[src/rtl/hz_pkg.sv]
package hz_pkg;

  // Cost in bubbles for a consumer directly behind its producer.
  function automatic int unsigned hz_lat(input logic is_ld, input logic addr_use,
                                         input int unsigned alu_data, input int unsigned ld_data,
                                         input int unsigned alu_addr, input int unsigned ld_addr);
    if (is_ld) return addr_use ? ld_addr : ld_data;
    return addr_use ? alu_addr : alu_data;
  endfunction

  function automatic int unsigned hz_max4(input int unsigned a, input int unsigned b,
                                          input int unsigned c, input int unsigned d);
    int unsigned m;
    m = a;
    if (b > m) m = b;
    if (c > m) m = c;
    if (d > m) m = d;
    if (m < 1) m = 1;
    return m;
  endfunction

endpackage

[src/rtl/hz_tracker.sv]
// Shift record of in-flight producers, one slot per cycle of age.
module hz_tracker #(
  parameter int REG_W  = 4,
  parameter int DEPTH  = 3,
  parameter int PC_REG = 15
) (
  input  logic                        clk,
  input  logic                        rst_n,
  input  logic                        push,
  input  logic                        push_ld,
  input  logic [REG_W-1:0]            push_rd,
  output logic [DEPTH-1:0]            slot_vld,
  output logic [DEPTH-1:0]            slot_ld,
  output logic [DEPTH-1:0][REG_W-1:0] slot_rd
);

  logic keep;
  assign keep = push && (push_rd != REG_W'(PC_REG));

  always_ff @(posedge clk or negedge rst_n) begin
    if (!rst_n) begin
      slot_vld <= '0;
      slot_ld  <= '0;
      slot_rd  <= '0;
    end else begin
      slot_vld[0] <= keep;
      slot_ld[0]  <= push_ld;
      slot_rd[0]  <= push_rd;
      for (int i = 1; i < DEPTH; i++) begin
        slot_vld[i] <= slot_vld[i-1];
        slot_ld[i]  <= slot_ld[i-1];
        slot_rd[i]  <= slot_rd[i-1];
      end
    end
  end

endmodule

[src/rtl/hz_source_check.sv]
// Hazard and forwarding age for one source operand.
module hz_source_check
  import hz_pkg::*;
#(
  parameter int   REG_W         = 4,
  parameter int   DEPTH         = 3,
  parameter int   AGE_W         = 2,
  parameter bit   ADDR_USE      = 1'b0,
  parameter int   ALU_DATA_LAT  = 0,
  parameter int   LOAD_DATA_LAT = 2,
  parameter int   ALU_ADDR_LAT  = 1,
  parameter int   LOAD_ADDR_LAT = 3
) (
  input  logic                        en,
  input  logic [REG_W-1:0]            rs,
  input  logic [DEPTH-1:0]            slot_vld,
  input  logic [DEPTH-1:0]            slot_ld,
  input  logic [DEPTH-1:0][REG_W-1:0] slot_rd,
  output logic                        haz,
  output logic [AGE_W-1:0]            age
);

  int unsigned lat;

  // Oldest first, so the youngest matching slot has the last word.
  always_comb begin
    haz = 1'b0;
    age = '0;
    lat = 0;
    for (int i = DEPTH - 1; i >= 0; i--) begin
      if (en && slot_vld[i] && (slot_rd[i] == rs)) begin
        lat = hz_lat(slot_ld[i], ADDR_USE, ALU_DATA_LAT, LOAD_DATA_LAT,
                     ALU_ADDR_LAT, LOAD_ADDR_LAT);
        age = AGE_W'(i + 1);
        haz = (int'(lat) > i);
      end
    end
  end

endmodule

[src/rtl/load_use_interlock.sv]
module load_use_interlock
  import hz_pkg::*;
#(
  parameter  int REG_W         = 4,
  parameter  int PC_REG        = 15,
  parameter  int ALU_DATA_LAT  = 0,
  parameter  int LOAD_DATA_LAT = 2,
  parameter  int ALU_ADDR_LAT  = 1,
  parameter  int LOAD_ADDR_LAT = 3,
  localparam int DEPTH = int'(hz_max4(ALU_DATA_LAT, LOAD_DATA_LAT, ALU_ADDR_LAT, LOAD_ADDR_LAT)),
  localparam int AGE_W = $clog2(DEPTH + 1)
) (
  input  logic             clk,
  input  logic             rst_n,
  input  logic             iss_valid,
  output logic             iss_ready,
  input  logic             iss_dst_en,
  input  logic [REG_W-1:0] iss_dst,
  input  logic             iss_is_load,
  input  logic             iss_a_en,
  input  logic [REG_W-1:0] iss_a,
  input  logic             iss_b_en,
  input  logic [REG_W-1:0] iss_b,
  input  logic             iss_base_en,
  input  logic [REG_W-1:0] iss_base,
  output logic             stall,
  output logic [AGE_W-1:0] fwd_a,
  output logic [AGE_W-1:0] fwd_b,
  output logic [AGE_W-1:0] fwd_base
);

  localparam int NSRC = 3;

  logic [DEPTH-1:0]            s_vld;
  logic [DEPTH-1:0]            s_ld;
  logic [DEPTH-1:0][REG_W-1:0] s_rd;

  logic [NSRC-1:0]             src_en;
  logic [NSRC-1:0][REG_W-1:0]  src_rd;
  logic [NSRC-1:0]             src_haz;
  logic [NSRC-1:0][AGE_W-1:0]  src_age;
  logic                        fire;

  assign src_en = {iss_base_en, iss_b_en, iss_a_en};
  assign src_rd = {iss_base, iss_b, iss_a};

  hz_tracker #(
    .REG_W (REG_W),
    .DEPTH (DEPTH),
    .PC_REG(PC_REG)
  ) u_track (
    .clk     (clk),
    .rst_n   (rst_n),
    .push    (fire && iss_dst_en),
    .push_ld (iss_is_load),
    .push_rd (iss_dst),
    .slot_vld(s_vld),
    .slot_ld (s_ld),
    .slot_rd (s_rd)
  );

  // Slot NSRC-1 is the address base; the others are ALU operands.
  for (genvar g = 0; g < NSRC; g++) begin : g_src
    hz_source_check #(
      .REG_W        (REG_W),
      .DEPTH        (DEPTH),
      .AGE_W        (AGE_W),
      .ADDR_USE     (g == NSRC - 1),
      .ALU_DATA_LAT (ALU_DATA_LAT),
      .LOAD_DATA_LAT(LOAD_DATA_LAT),
      .ALU_ADDR_LAT (ALU_ADDR_LAT),
      .LOAD_ADDR_LAT(LOAD_ADDR_LAT)
    ) u_chk (
      .en      (src_en[g]),
      .rs      (src_rd[g]),
      .slot_vld(s_vld),
      .slot_ld (s_ld),
      .slot_rd (s_rd),
      .haz     (src_haz[g]),
      .age     (src_age[g])
    );
  end

  assign stall     = iss_valid && (|src_haz);
  assign iss_ready = !stall;
  assign fire      = iss_valid && iss_ready;

  assign fwd_a    = src_age[0];
  assign fwd_b    = src_age[1];
  assign fwd_base = src_age[2];

endmodule

[config.mk]
export PLATFORM = sky130hd
export DESIGN_NAME = load_use_interlock
export DESIGN_NICKNAME = d
export VERILOG_FILES = /design/src/rtl/hz_pkg.sv /design/src/rtl/hz_tracker.sv /design/src/rtl/hz_source_check.sv /design/src/rtl/load_use_interlock.sv
export SDC_FILE = /design/constraint.sdc
export NUM_CORES = 1
export LEC_CHECK = 0
export BUFFER_PORTS_ARGS = -buffer_cell sky130_fd_sc_hd__buf_2
export CORE_ASPECT_RATIO = 1.4
export CORE_MARGIN = 8
export CORE_UTILIZATION = 56
export CTS_BUF_LIST = sky130_fd_sc_hd__clkbuf_2 sky130_fd_sc_hd__clkbuf_4 sky130_fd_sc_hd__clkbuf_8
export DETAILED_ROUTE_END_ITERATION = 8
export GPL_ROUTABILITY_DRIVEN = 1
export PLACE_DENSITY = 0.86
export SKIP_CTS_REPAIR_TIMING = 1
export SYNTH_ARGS = -nofsm -noshare
export SYNTH_HDL_FRONTEND = slang
export SYNTH_SLANG_ARGS = --single-unit
[constraint.sdc]
create_clock -name clk -period 4.3 [get_ports clk]
set_input_delay 0.86 -clock clk [delete_from_list [all_inputs] [get_ports clk]]
set_output_delay 0.86 -clock clk [all_outputs]
set_load 0.03 [all_outputs]
# After elaboration in Yosys (flattened, before gate mapping)
# Cells that the tools add are included.
[op_classes] magnitude_cmp=9 n_eq_ne=10 muxes=54 n_reduce_logical=24
[op_table] cell="two-way mux 32 bit" n=12
[op_table] cell="greater-than comparator 32 x 1 -> 1 bit, second input constant" n=3
[op_table] cell="greater-than comparator 32 x 2 -> 1 bit, second input constant" n=3
[op_table] cell="greater-than comparator 32 x 3 -> 1 bit, second input constant" n=3
[op_table] cell="two-way mux 2 bit" n=21
[op_table] cell="== test 4 bit" n=9
[op_table] cell="logical AND 1 bit" n=22
[op_table] cell="two-way mux 1 bit" n=21
[op_table] cell="!= test 4 bit, second input constant" n=1
[op_table] cell="OR reduction 3 bit" n=1
[op_table] cell="zero test 1 bit" n=1
[totals] regBits=18 out_inout_bits=8

# Depth between registers and ports, before layout
# Gate-level depths: netlist (run 1).
[depth] ltp_word=15 ltp_mapped=6 depth_no_buf=6

# By module
# From an unflattened synthesis (run 1), not the netlist that was laid out.
[hier_totals] cells_unflattened=113 hier_area_um2=1142.3
[modules_own_cells] module="hz_tracker" instances=1 cells_each=20 area_each_um2=470.5
[modules_own_cells] module="hz_source_check (g_src[0].u_chk ...)" instances=2 cells_each=30 area_each_um2=212.7
[modules_own_cells] module="hz_source_check (g_src[2].u_chk)" instances=1 cells_each=29 area_each_um2=217.7
[modules_own_cells] module="load_use_interlock" instances=1 cells_each=4 area_each_um2=28.8

# Worst setup path before layout (run 1)
# OpenSTA, ideal clock, no wires.
[synth_path] path_type="input to output" start="input port iss_a[2]" end="output port stall" arrival_time_ps=2296 setup_slack_ps=1144 path_stages=6 n_path_buf=0 path_cell_list="inv_1 -> a222oi_1 -> or4b_4 -> o22ai_2 -> a211oi_2 -> nor2b_1"
[synth_via] elab_chain_cells=7
[synth_lines] element="start, declared" line="load_use_interlock.sv:21" source="input logic [REG_W-1:0] iss_a,"
[synth_lines] element="== test 4 bit" line="hz_source_check.sv:31" source="if (en && slot_vld[i] && (slot_rd[i] == rs)) begin"
[synth_lines] element="logical AND 1 bit" line="hz_source_check.sv:31"
[synth_lines] element="two-way mux 1 bit (2 in series)" line="hz_source_check.sv:31"
[synth_lines] element="two-way mux 1 bit (*)" line="hz_source_check.sv:31"
[synth_lines] element="OR reduction 3 bit (*)" line="load_use_interlock.sv:84" source="assign stall = iss_valid && (|src_haz);"
[synth_lines] element="logical AND 1 bit (*)" line="load_use_interlock.sv:84"
[synth_lines] element="end, declared" line="load_use_interlock.sv:26" source="output logic stall,"
# Mark *: on every way between the ends. The rest lies on a longest branch, timed or not.

# Worst setup path in the final report (run 1)
[layout_path] start="input port iss_base[2]" end="output port iss_ready"
[layout_via] elab_chain_cells=8
[layout_lines] element="start, declared" line="load_use_interlock.sv:25" source="input logic [REG_W-1:0] iss_base,"
[layout_lines] element="== test 4 bit" line="hz_source_check.sv:31"
[layout_lines] element="logical AND 1 bit" line="hz_source_check.sv:31"
[layout_lines] element="two-way mux 1 bit (2 in series)" line="hz_source_check.sv:31"
[layout_lines] element="two-way mux 1 bit (*)" line="hz_source_check.sv:31"
[layout_lines] element="OR reduction 3 bit (*)" line="load_use_interlock.sv:84"
[layout_lines] element="logical AND 1 bit (*)" line="load_use_interlock.sv:84"
[layout_lines] element="zero test 1 bit (*)" line="load_use_interlock.sv:85" source="assign iss_ready = !stall;"
[layout_lines] element="end, declared" line="load_use_interlock.sv:16" source="output logic iss_ready,"
# Marks and branches as above.

==> results of run 1 <==
[layout make-up]
cell class,instances,area [um2]
Multi-Input combinational cell,70,572
Clock buffer,4,36.3
Timing Repair Buffer,31,155
Fill cell,146,503
Tap cell,20,25.0
Sequential cell,18,450
Inverter,10,37.5
[power by group through the flow]
stage               clock network (mW)  logic (mW)  registers [mW]
floorplan                            0      0.0362           0.190
global placement                     0      0.0597           0.194
detailed placement                   0      0.0628           0.194
CTS                             0.0998      0.0634           0.191
global route                     0.110      0.0698           0.192
finish                          0.0974      0.0636           0.191
[cells by family after synthesis]
logic type / synth area share, %
flops: 42.5
xor+xnor: 19.8
simple gates: 15.2
buf+inv: 3.54
compound gates: 18.9
[worst max path at each step]
stage / from / endpoint / cells after the start
after floorplan: iss_a[2] / stall / 6
after global placement: iss_base[2] / iss_ready / 8
after detailed placement: iss_base[2] / iss_ready / 8
after CTS: iss_base[2] / iss_ready / 8
after global routing: iss_base[2] / iss_ready / 8
final: iss_base[2] / iss_ready / 8
[layer usage]
layer  GRT usage (%)  share of wire (%)
met5               0                  0
met4            6.82                2.0
met3            2.86                8.4
met2            30.3                 52
met1            17.5                 37
[cell usage in the layout (no fill, tap or decap), drive strengths merged, types with 2 or more instances in the layout]
cell type,n
xor2,16
a21oi,2
nor3,7
a222oi,2
clkbuf,4
o211ai,2
xnor2,8
buf,31
o22ai,4
o2111ai,2
inv,10
dfrtp,18
nand3,2
nand2b,2
nand4,5
nor2b,2
[sequential cells by signal, summed over array words and instances (netlist names)]
name	cells
u_track.slot_rd	12
u_track.slot_ld	3
u_track.slot_vld	3
[worst reg2reg max path: cells and delay by family (launching register included)]
kind                      cells  cell delay [ns]
AOI/OAI and AO/OA             2             0.38
and+or+nand+nor               3             0.86
xor gates and xnor gates      1             0.18
DFF                           1             0.46
[per-stage QoR]
| stage | instances | hold WS, ns |
|---|---|---|
| 2_1_floorplan | 98 | 0.354 |
| 3_3_place_gp | 149 | 0.387 |
| 3_5_place_dp | 149 | 0.389 |
| 4_1_cts | 153 | 0.418 |
| 5_1_grt | 153 | 0.425 |
| 6_report | 153 | 0.416 |
==> results.toml, run 1 <==
[floorplan]
die_y_um = 67.5
die_x_um = 52.8
die_area_um2 = 3560
rows = 18
pin_count = 32
core_area_um2 = 1780
start_util_pct = 59.6

[worst_setup_path]
arrival_ns = 2.51
path_cells = "buf_2, xor2_1, nor3_1, and2_2, o311ai_4, a211oi_2, nand2b_1, buf_2"
r2r-end = "u_track.slot_vld[0]$_DFF_PN0_"
critPathBufInv = 2
path_max_fanout = 3
critPathTopFamily = "simple AND/OR/NAND/NOR gates"
startpoint_type = "input port"
crit_path_frequent_cell = "buf_2"
r2r.worst_path.cells = 6
worst-setup-path-type = "input port to output pin"
cpPeakStageDelay_ns = 0.38
crit_path_end_kind = "output pin"
timing.rr.start = "u_track.slot_rd[6]$_DFF_PN0_"
r2r_setup_slack_ns = 2.37
required_ns = 3.44
crit_slowest_cell = "nor3_1"

[synth]
yosysMostFrequentCell = "dfrtp_1"
synth_warnings = 0
ys_types = 34
synth_seq_cells = 18
synth_top_area_share_pct = 42.5
synth-edff-count = 0
synth_top_cell_by_area = "dfrtp_1"
synthArstFlopShare_pct = 100
syn-cell-area_um2 = 1060
syn_nets = 122
ys.flop_type = "dfrtp_1"
synthTopCellsByArea = "dfrtp_1 43%, xor2_1 13%, xnor2_1 6.6%"
yosys-top-cells-count = "18 x dfrtp_1, 16 x xor2_1, 9 x inv_1"
avgSynthCellArea_um2 = 10.8
netlist_instances = 98
ys_seq_area_share_pct = 42.5

[drt]
routed_wl_um = 2680
vias_per_cell = 6.13
initialDrtViolationCount = 27
via_count = 938
drcViolationCount = 0
wire_per_inst_um = 17.5
ant_nets = 0
first_pass_iters = 5

[worst_hold_path]
hold_depth = 0
holdCritPathClass = "flip-flop to flip-flop"
holdPathEnd = "u_track.slot_ld[1]$_DFF_PN0_"
hp-start = "u_track.slot_ld[0]$_DFF_PN0_"

[power_and_ir_drop]
p_per_area_nw_per_um2 = 276
p_clk_share_pct = 27.7
power_uw = 352
switching_power_uw = 93.8
power_frac_seq_pct = 54.3
netSwitchingFraction_pct = 26.7
irDropWorstVdd_mv = 0.219
p_leak_nw = 0.616
combPwrFrac_pct = 18.1
p_int_uw = 258

[timing]
setup_slack_ns = 0.931
slew_violations = 0
fin_worst_skew_ns = 0.00281
rsz0062_at_grt = "false"
slew_headroom_pct = 73.5
worstMarginPinSlew_ns = 0.394
setup_viol = 0
max_freq_mhz = 297
min_period_over_period_pct = 78.3
finalCriticalPeriod_ns = 3.37
final.setup.tns_ns = 0
hold_viol = 0

[grt]
grt.total_usage_pct = 16.5
antenna_found_initial = 0
grt_pass1_vias = 1006
grt_overflow = 0
grt_pass1_wl_um = 4510
grt_max_degree = 19

[clocking]
clockRootBuffer = "clkbuf_4"
cts_num_sinks = 18
cts_tree = "done"
clk_path_buf_depth = 2
cts_inserted_buffers = 3
clk_latency_ns = 0.28
clk_pin_slew_worst_paths_ns = 0.09
htreeDepth = 1

[placement]
dp_hpwl_um = 2200
postPlaceCellArea_um2 = 1240
pre_cts_ws_ns = 0.943
port_buffers = 31
gp_congestion = 0.889

[layout]
num_antenna_cells = 0
syn_to_final_growth_pct = 20.4
fin_area_um2 = 1280
layout-drive-gt1-share_pct = 33.8
nNetsFinal = 158
final_util_pct = 71.7

[job]
maxCapViolCount = 0

[status]
outcome = "finished, final reports clean"
Note: power is estimated with default switching activity, not from simulation.
==> run 2, diff against run 1 <==
Settings changed: CORE_UTILIZATION 56 to 47, PLACE_DENSITY 0.86 to 0.77.
Clock period 4.3 ns to 2.7 ns, I/O delays scaled along.
==> run 2 against run 1 <==
Against the previous run:
- worst setup slack lost 0.90 ns
- largest cell class unchanged
- global-route usage is 2.3 points lower
- clock skew is 0.00054 ns lower
- largest power group unchanged
- sequential share of layout area is 2.9 points lower
- register-to-register slack got worse by 1.5 ns
- cell area is 10% higher
- critical path depth unchanged
- critical endpoint is now stall
- core utilization fell by 6.3 points
==> results.toml, run 2 (synthesized netlist as in run 1, its figures left out) <==
[layout]
largest-register = "u_track.slot_rd"
reg_top3 = "u_track.slot_rd x12, u_track.slot_ld x3, u_track.slot_vld x3"
layout-drive-gt1-share_pct = 44.1
nNetsFinal = 168
syn_to_final_growth_pct = 32.8
layout_common_cells = "29 x buf_2, 16 x xor2_1, 14 x dfrtp_1, 11 x buf_4, 9 x inv_1"
fin_area_um2 = 1410
final_common_cell = "buf_2"
multi_input_area_um2 = 612
final_util_pct = 65.4
num_antenna_cells = 0
fillers = 176
largest_reg_flops = 12
seqCellArea_um2 = 455

[floorplan]
pin_count = 32
start_util_pct = 49.2
rows = 20
die_y_um = 72.2
core_area_um2 = 2150
die_x_um = 56.1
die_area_um2 = 4050

[clocking]
clk_path_buf_depth = 2
clockRootBuffer = "clkbuf_4"
cts_tree = "done"
clk_pin_slew_worst_paths_ns = 0.09
htreeDepth = 1
cts_inserted_buffers = 3
clk_latency_ns = 0.28
cts_num_sinks = 18

[drt]
wl_met3_um = 190
drcViolationCount = 0
top_layer = "met4"
ant_nets = 0
initialDrtViolationCount = 36
via_count = 974
wire_per_inst_um = 18.0
first_pass_iters = 4
vias_per_cell = 5.90
wl_met2_um = 1550
routed_wl_um = 2980
wl_met1_um = 1140

[grt]
grt_pass1_wl_um = 4690
grt.total_usage_pct = 14.1
grt_pass1_vias = 1045
antenna_found_initial = 0
grt_max_degree = 19
grt_overflow = 0

[worst_setup_path]
path_max_fanout = 4
crit_slowest_cell = "dfrtp_2"
arrival_ns = 2.13
crit_path_end_kind = "output pin"
crit_path_frequent_cell = "buf_4"
r2r_setup_slack_ns = 0.85
required_ns = 2.16
worst-setup-path-type = "flip-flop to output pin"
startpoint_type = "flip-flop"
cpPeakStageDelay_ns = 0.45
path_cells = "buf_4, xor2_1, nor3_1, nand4_1, o22ai_4, a211oi_2, nor2b_1, buf_4"

[timing]
setup_viol = 0
rsz0062_at_grt = "true"
max_freq_mhz = 375
fin_worst_skew_ns = 0.00226
min_period_over_period_pct = 98.8
finalCriticalPeriod_ns = 2.67
worstMarginPinSlew_ns = 0.398
slew_violations = 0
hold_viol = 0
slew_headroom_pct = 73.5

[power_and_ir_drop]
netSwitchingFraction_pct = 26.9
p_per_area_nw_per_um2 = 411
irDropWorstVdd_mv = 0.337
switching_power_uw = 156
combPwrFrac_pct = 20.6
p_int_uw = 423
p_clk_share_pct = 26.7
power_frac_seq_pct = 52.7
p_leak_nw = 0.683

[worst_hold_path]
holdCritPathClass = "input port to async pin"

[status]
outcome = "finished, final reports clean"

[placement]
dp_hpwl_um = 2230
gp_congestion = 0.888
postPlaceCellArea_um2 = 1260
port_buffers = 31

[job]
maxCapViolCount = 0
## run 2: metal layers
metal | track usage [%] | vias up
met5 | 0 | -
met4 | 8.58 | 0
met3 | 2.97 | 9
met2 | 24.6 | 43
met1 | 15.2 | 469
li1 | - | 453
## run 2: through the flow
step                      hold slack (ns)  power (mW)  instances  worst slack (ns)  setup TNS, ns
final                               0.155       0.578        165            0.0317              0
after global routing                0.173       0.609        165           -0.0542        -0.0863
after CTS                           0.157       0.569        158           -0.0271        -0.0271
after detailed placement            0.378       0.411        154            0.0768              0
after global placement              0.375       0.408        154             0.116              0
after floorplan                     0.244       0.360         98             0.184              0
## run 2: worst paths after layout
path,cells after the start,startpoint,endpoint
worst min register to register,0,u_track.slot_ld[0]$_DFF_PN0_,u_track.slot_ld[1]$_DFF_PN0_
worst min-delay path,1,rst_n,u_track.slot_rd[5]$_DFF_PN0_
max in group asynchronous,1,rst_n,u_track.slot_rd[2]$_DFF_PN0_
min in group clk,1,iss_is_load,u_track.slot_ld[0]$_DFF_PN0_
worst max-delay path,8,u_track.slot_rd[4]$_DFF_PN0_,stall
worst max register to register,7,u_track.slot_rd[4]$_DFF_PN0_,u_track.slot_vld[0]$_DFF_PN0_
## run 2: area by class of cell
type | instances | share of cell area [%]
Tap cell | 22 | 1.96
Sequential cell | 18 | 32.4
Inverter | 10 | 2.67
Multi-Input combinational cell | 70 | 43.5
Clock buffer | 4 | 2.58
Timing Repair Buffer | 41 | 17.0
## run 2: power groups by stage
stage	clock (mW)	sequential (mW)	combinational, mW
5_1_grt	0.172	0.306	0.131
6_report	0.155	0.305	0.119
2_1_floorplan	0	0.302	0.0577
4_1_cts	0.163	0.304	0.102
3_3_place_gp	0	0.310	0.0980
3_5_place_dp	0	0.310	0.102
## run 2: worst max-delay path, delay by kind of cell (launching register included)
family / cells / cell delay (ns)
AND/OR/NAND/NOR: 3 / 0.59
buffers and inverters: 2 / 0.31
flip-flops: 1 / 0.45
AO/OA/AOI/OAI: 2 / 0.35
XOR/XNOR: 1 / 0.15
==> run 3, diff against run 2 <==
Settings changed: CELL_PAD_IN_SITES_DETAIL_PLACEMENT set to 1, CELL_PAD_IN_SITES_GLOBAL_PLACEMENT set to 1, CORE_UTILIZATION 47 to 36, PLACE_DENSITY 0.77 to not set, PLACE_DENSITY_LB_ADDON set to 0.1.
==> run 3 against run 2 <==
Against the previous run:
- sequential power about the same
- maximum frequency up 0.89%
- core utilization down 16 points
- combinational power shrank 7%
- first-iteration DRC count decreased by 28%
- clock-buffer cell count is the same
- worst setup slack gained 0.024 ns
- die area rose by 22%
- sequential share of layout area unchanged
- critical endpoint is now iss_ready
- largest cell class unchanged
- highest routed layer unchanged
==> results.toml, run 3 (synthesized netlist as in run 1, its figures left out) <==
[power_and_ir_drop]
p_per_area_nw_per_um2 = 451
irDropWorstVdd_mv = 0.405
p_clk_share_pct = 34.2
p_leak_nw = 0.659
power_uw = 634
switching_power_uw = 169
combPwrFrac_pct = 17.5
p_int_uw = 465
power_frac_seq_pct = 48.4
netSwitchingFraction_pct = 26.6

[worst_setup_path]
r2r_setup_slack_ns = 0.86
critPathTopFamily = "simple AND/OR/NAND/NOR gates"
worst-setup-path-type = "flip-flop to output pin"
r2r.worst_path.cells = 5
critPathBufInv = 1
r2r-end = "u_track.slot_vld[0]$_DFF_PN0_"
path_cells = "a222oi_1, or4b_4, o22ai_4, a211oi_4, nand2b_1, buf_6"
crit_slowest_cell = "or4b_4"
path_max_fanout = 5
crit_path_end = "iss_ready"
cpPeakStageDelay_ns = 0.53
path_depth = 6
startpoint = "u_track.slot_rd[6]$_DFF_PN0_"
timing.rr.start = "u_track.slot_rd[6]$_DFF_PN0_"
crit_path_end_kind = "output pin"
required_ns = 2.16
arrival_ns = 2.10
startpoint_type = "flip-flop"

[grt]
grt.total_usage_pct = 13.7
grt_pass1_vias = 1021
antenna_found_initial = 0
grt_pass1_wl_um = 4980
grt_overflow = 0
grt_max_degree = 19

[drt]
vias_per_cell = 5.28
drcViolationCount = 0
routed_wl_um = 3150
initialDrtViolationCount = 26
via_count = 930
wire_per_inst_um = 17.9
ant_nets = 0
first_pass_iters = 4

[clocking]
clockRootBuffer = "clkbuf_8"
cts_num_sinks = 18
cts_inserted_buffers = 3
clk_latency_ns = 0.25
clk_pin_slew_worst_paths_ns = 0.07
clk_path_buf_depth = 2
htreeDepth = 1
cts_tree = "done"

[timing]
fin_worst_skew_ns = 0.00517
final.setup.tns_ns = 0
finalCriticalPeriod_ns = 2.64
slew_headroom_pct = 73.4
slew_violations = 0
max_freq_mhz = 378
min_period_over_period_pct = 98.0
rsz0062_at_grt = "true"
hold_viol = 0
worstMarginPinSlew_ns = 0.399
setup_viol = 0

[layout]
reg_top3 = "u_track.slot_rd x12, u_track.slot_ld x3, u_track.slot_vld x3"
largest-register = "u_track.slot_rd"
layout_common_cells = "29 x buf_2, 16 x xor2_1, 14 x dfrtp_1, 9 x inv_1, 8 x xnor2_1"
nNetsFinal = 164
layout-drive-gt1-share_pct = 41.0
largest_reg_flops = 12
final_common_cell = "buf_2"
num_antenna_cells = 0
syn_to_final_growth_pct = 32.8

[floorplan]
die_area_um2 = 4960
start_util_pct = 37.2
die_x_um = 61.9
core_area_um2 = 2850
die_y_um = 80.2
rows = 23
pin_count = 32

[placement]
port_buffers = 31
gp_congestion = 0.927
dp_hpwl_um = 2530

[worst_hold_path]
holdCritPathClass = "input port to async pin"

[job]
maxCapViolCount = 0

[status]
outcome = "finished, final reports clean"
==> run 3: final cells by class <==
class | instances | area, um2
fillers | 333 | 1440
multi-input cells | 70 | 604
flip-flops and latches | 18 | 455
repair buffers | 37 | 209
clock buffers | 4 | 55.1
well taps | 37 | 46.3
inverters | 10 | 37.5
==> run 3: through the flow <==
step	hold slack, ns	cell area, um2	setup slack [ns]	instances	utilization [%]
floorplan	0.244	1060	0.184	98	-
global placement	0.390	1280	0.125	169	45.1
detailed placement	0.382	1280	0.0666	169	45.1
CTS	0.205	1340	-0.00755	173	47.0
global route	0.228	1410	-0.0391	176	49.4
finish	0.200	1410	0.0553	176	49.4
==> run 3: worst min path at each step <==
stage	from	to	slack (ns)	cells past startpoint
after floorplan	rst_n	u_track.slot_ld[0]$_DFF_PN0_	0.24	0
after global placement	u_track.slot_ld[0]$_DFF_PN0_	u_track.slot_ld[1]$_DFF_PN0_	0.39	0
after detailed placement	u_track.slot_ld[0]$_DFF_PN0_	u_track.slot_ld[1]$_DFF_PN0_	0.38	0
after CTS	rst_n	u_track.slot_vld[1]$_DFF_PN0_	0.21	1
after global routing	rst_n	u_track.slot_vld[1]$_DFF_PN0_	0.23	1
final	rst_n	u_track.slot_rd[2]$_DFF_PN0_	0.20	1
==> run 3: power groups by stage <==
stage | Sequential [mW] | Clock [mW] | Combinational [mW]
2_1_floorplan | 0.302 | 0 | 0.0577
3_3_place_gp | 0.312 | 0 | 0.0995
3_5_place_dp | 0.311 | 0 | 0.103
4_1_cts | 0.306 | 0.224 | 0.103
5_1_grt | 0.308 | 0.234 | 0.122
6_report | 0.307 | 0.217 | 0.111
==> run 3: per-layer routing <==
| layer | track usage [%] | up-vias | share of wire [%] |
|---|---|---|---|
| met3 | 3.83 | 7 | 7.7 |
| met5 | 0 | - | 0 |
| met4 | 5.95 | 0 | 2.3 |
| met1 | 15.0 | 443 | 39 |
| li1 | - | 443 | - |
| met2 | 23.3 | 37 | 51 |
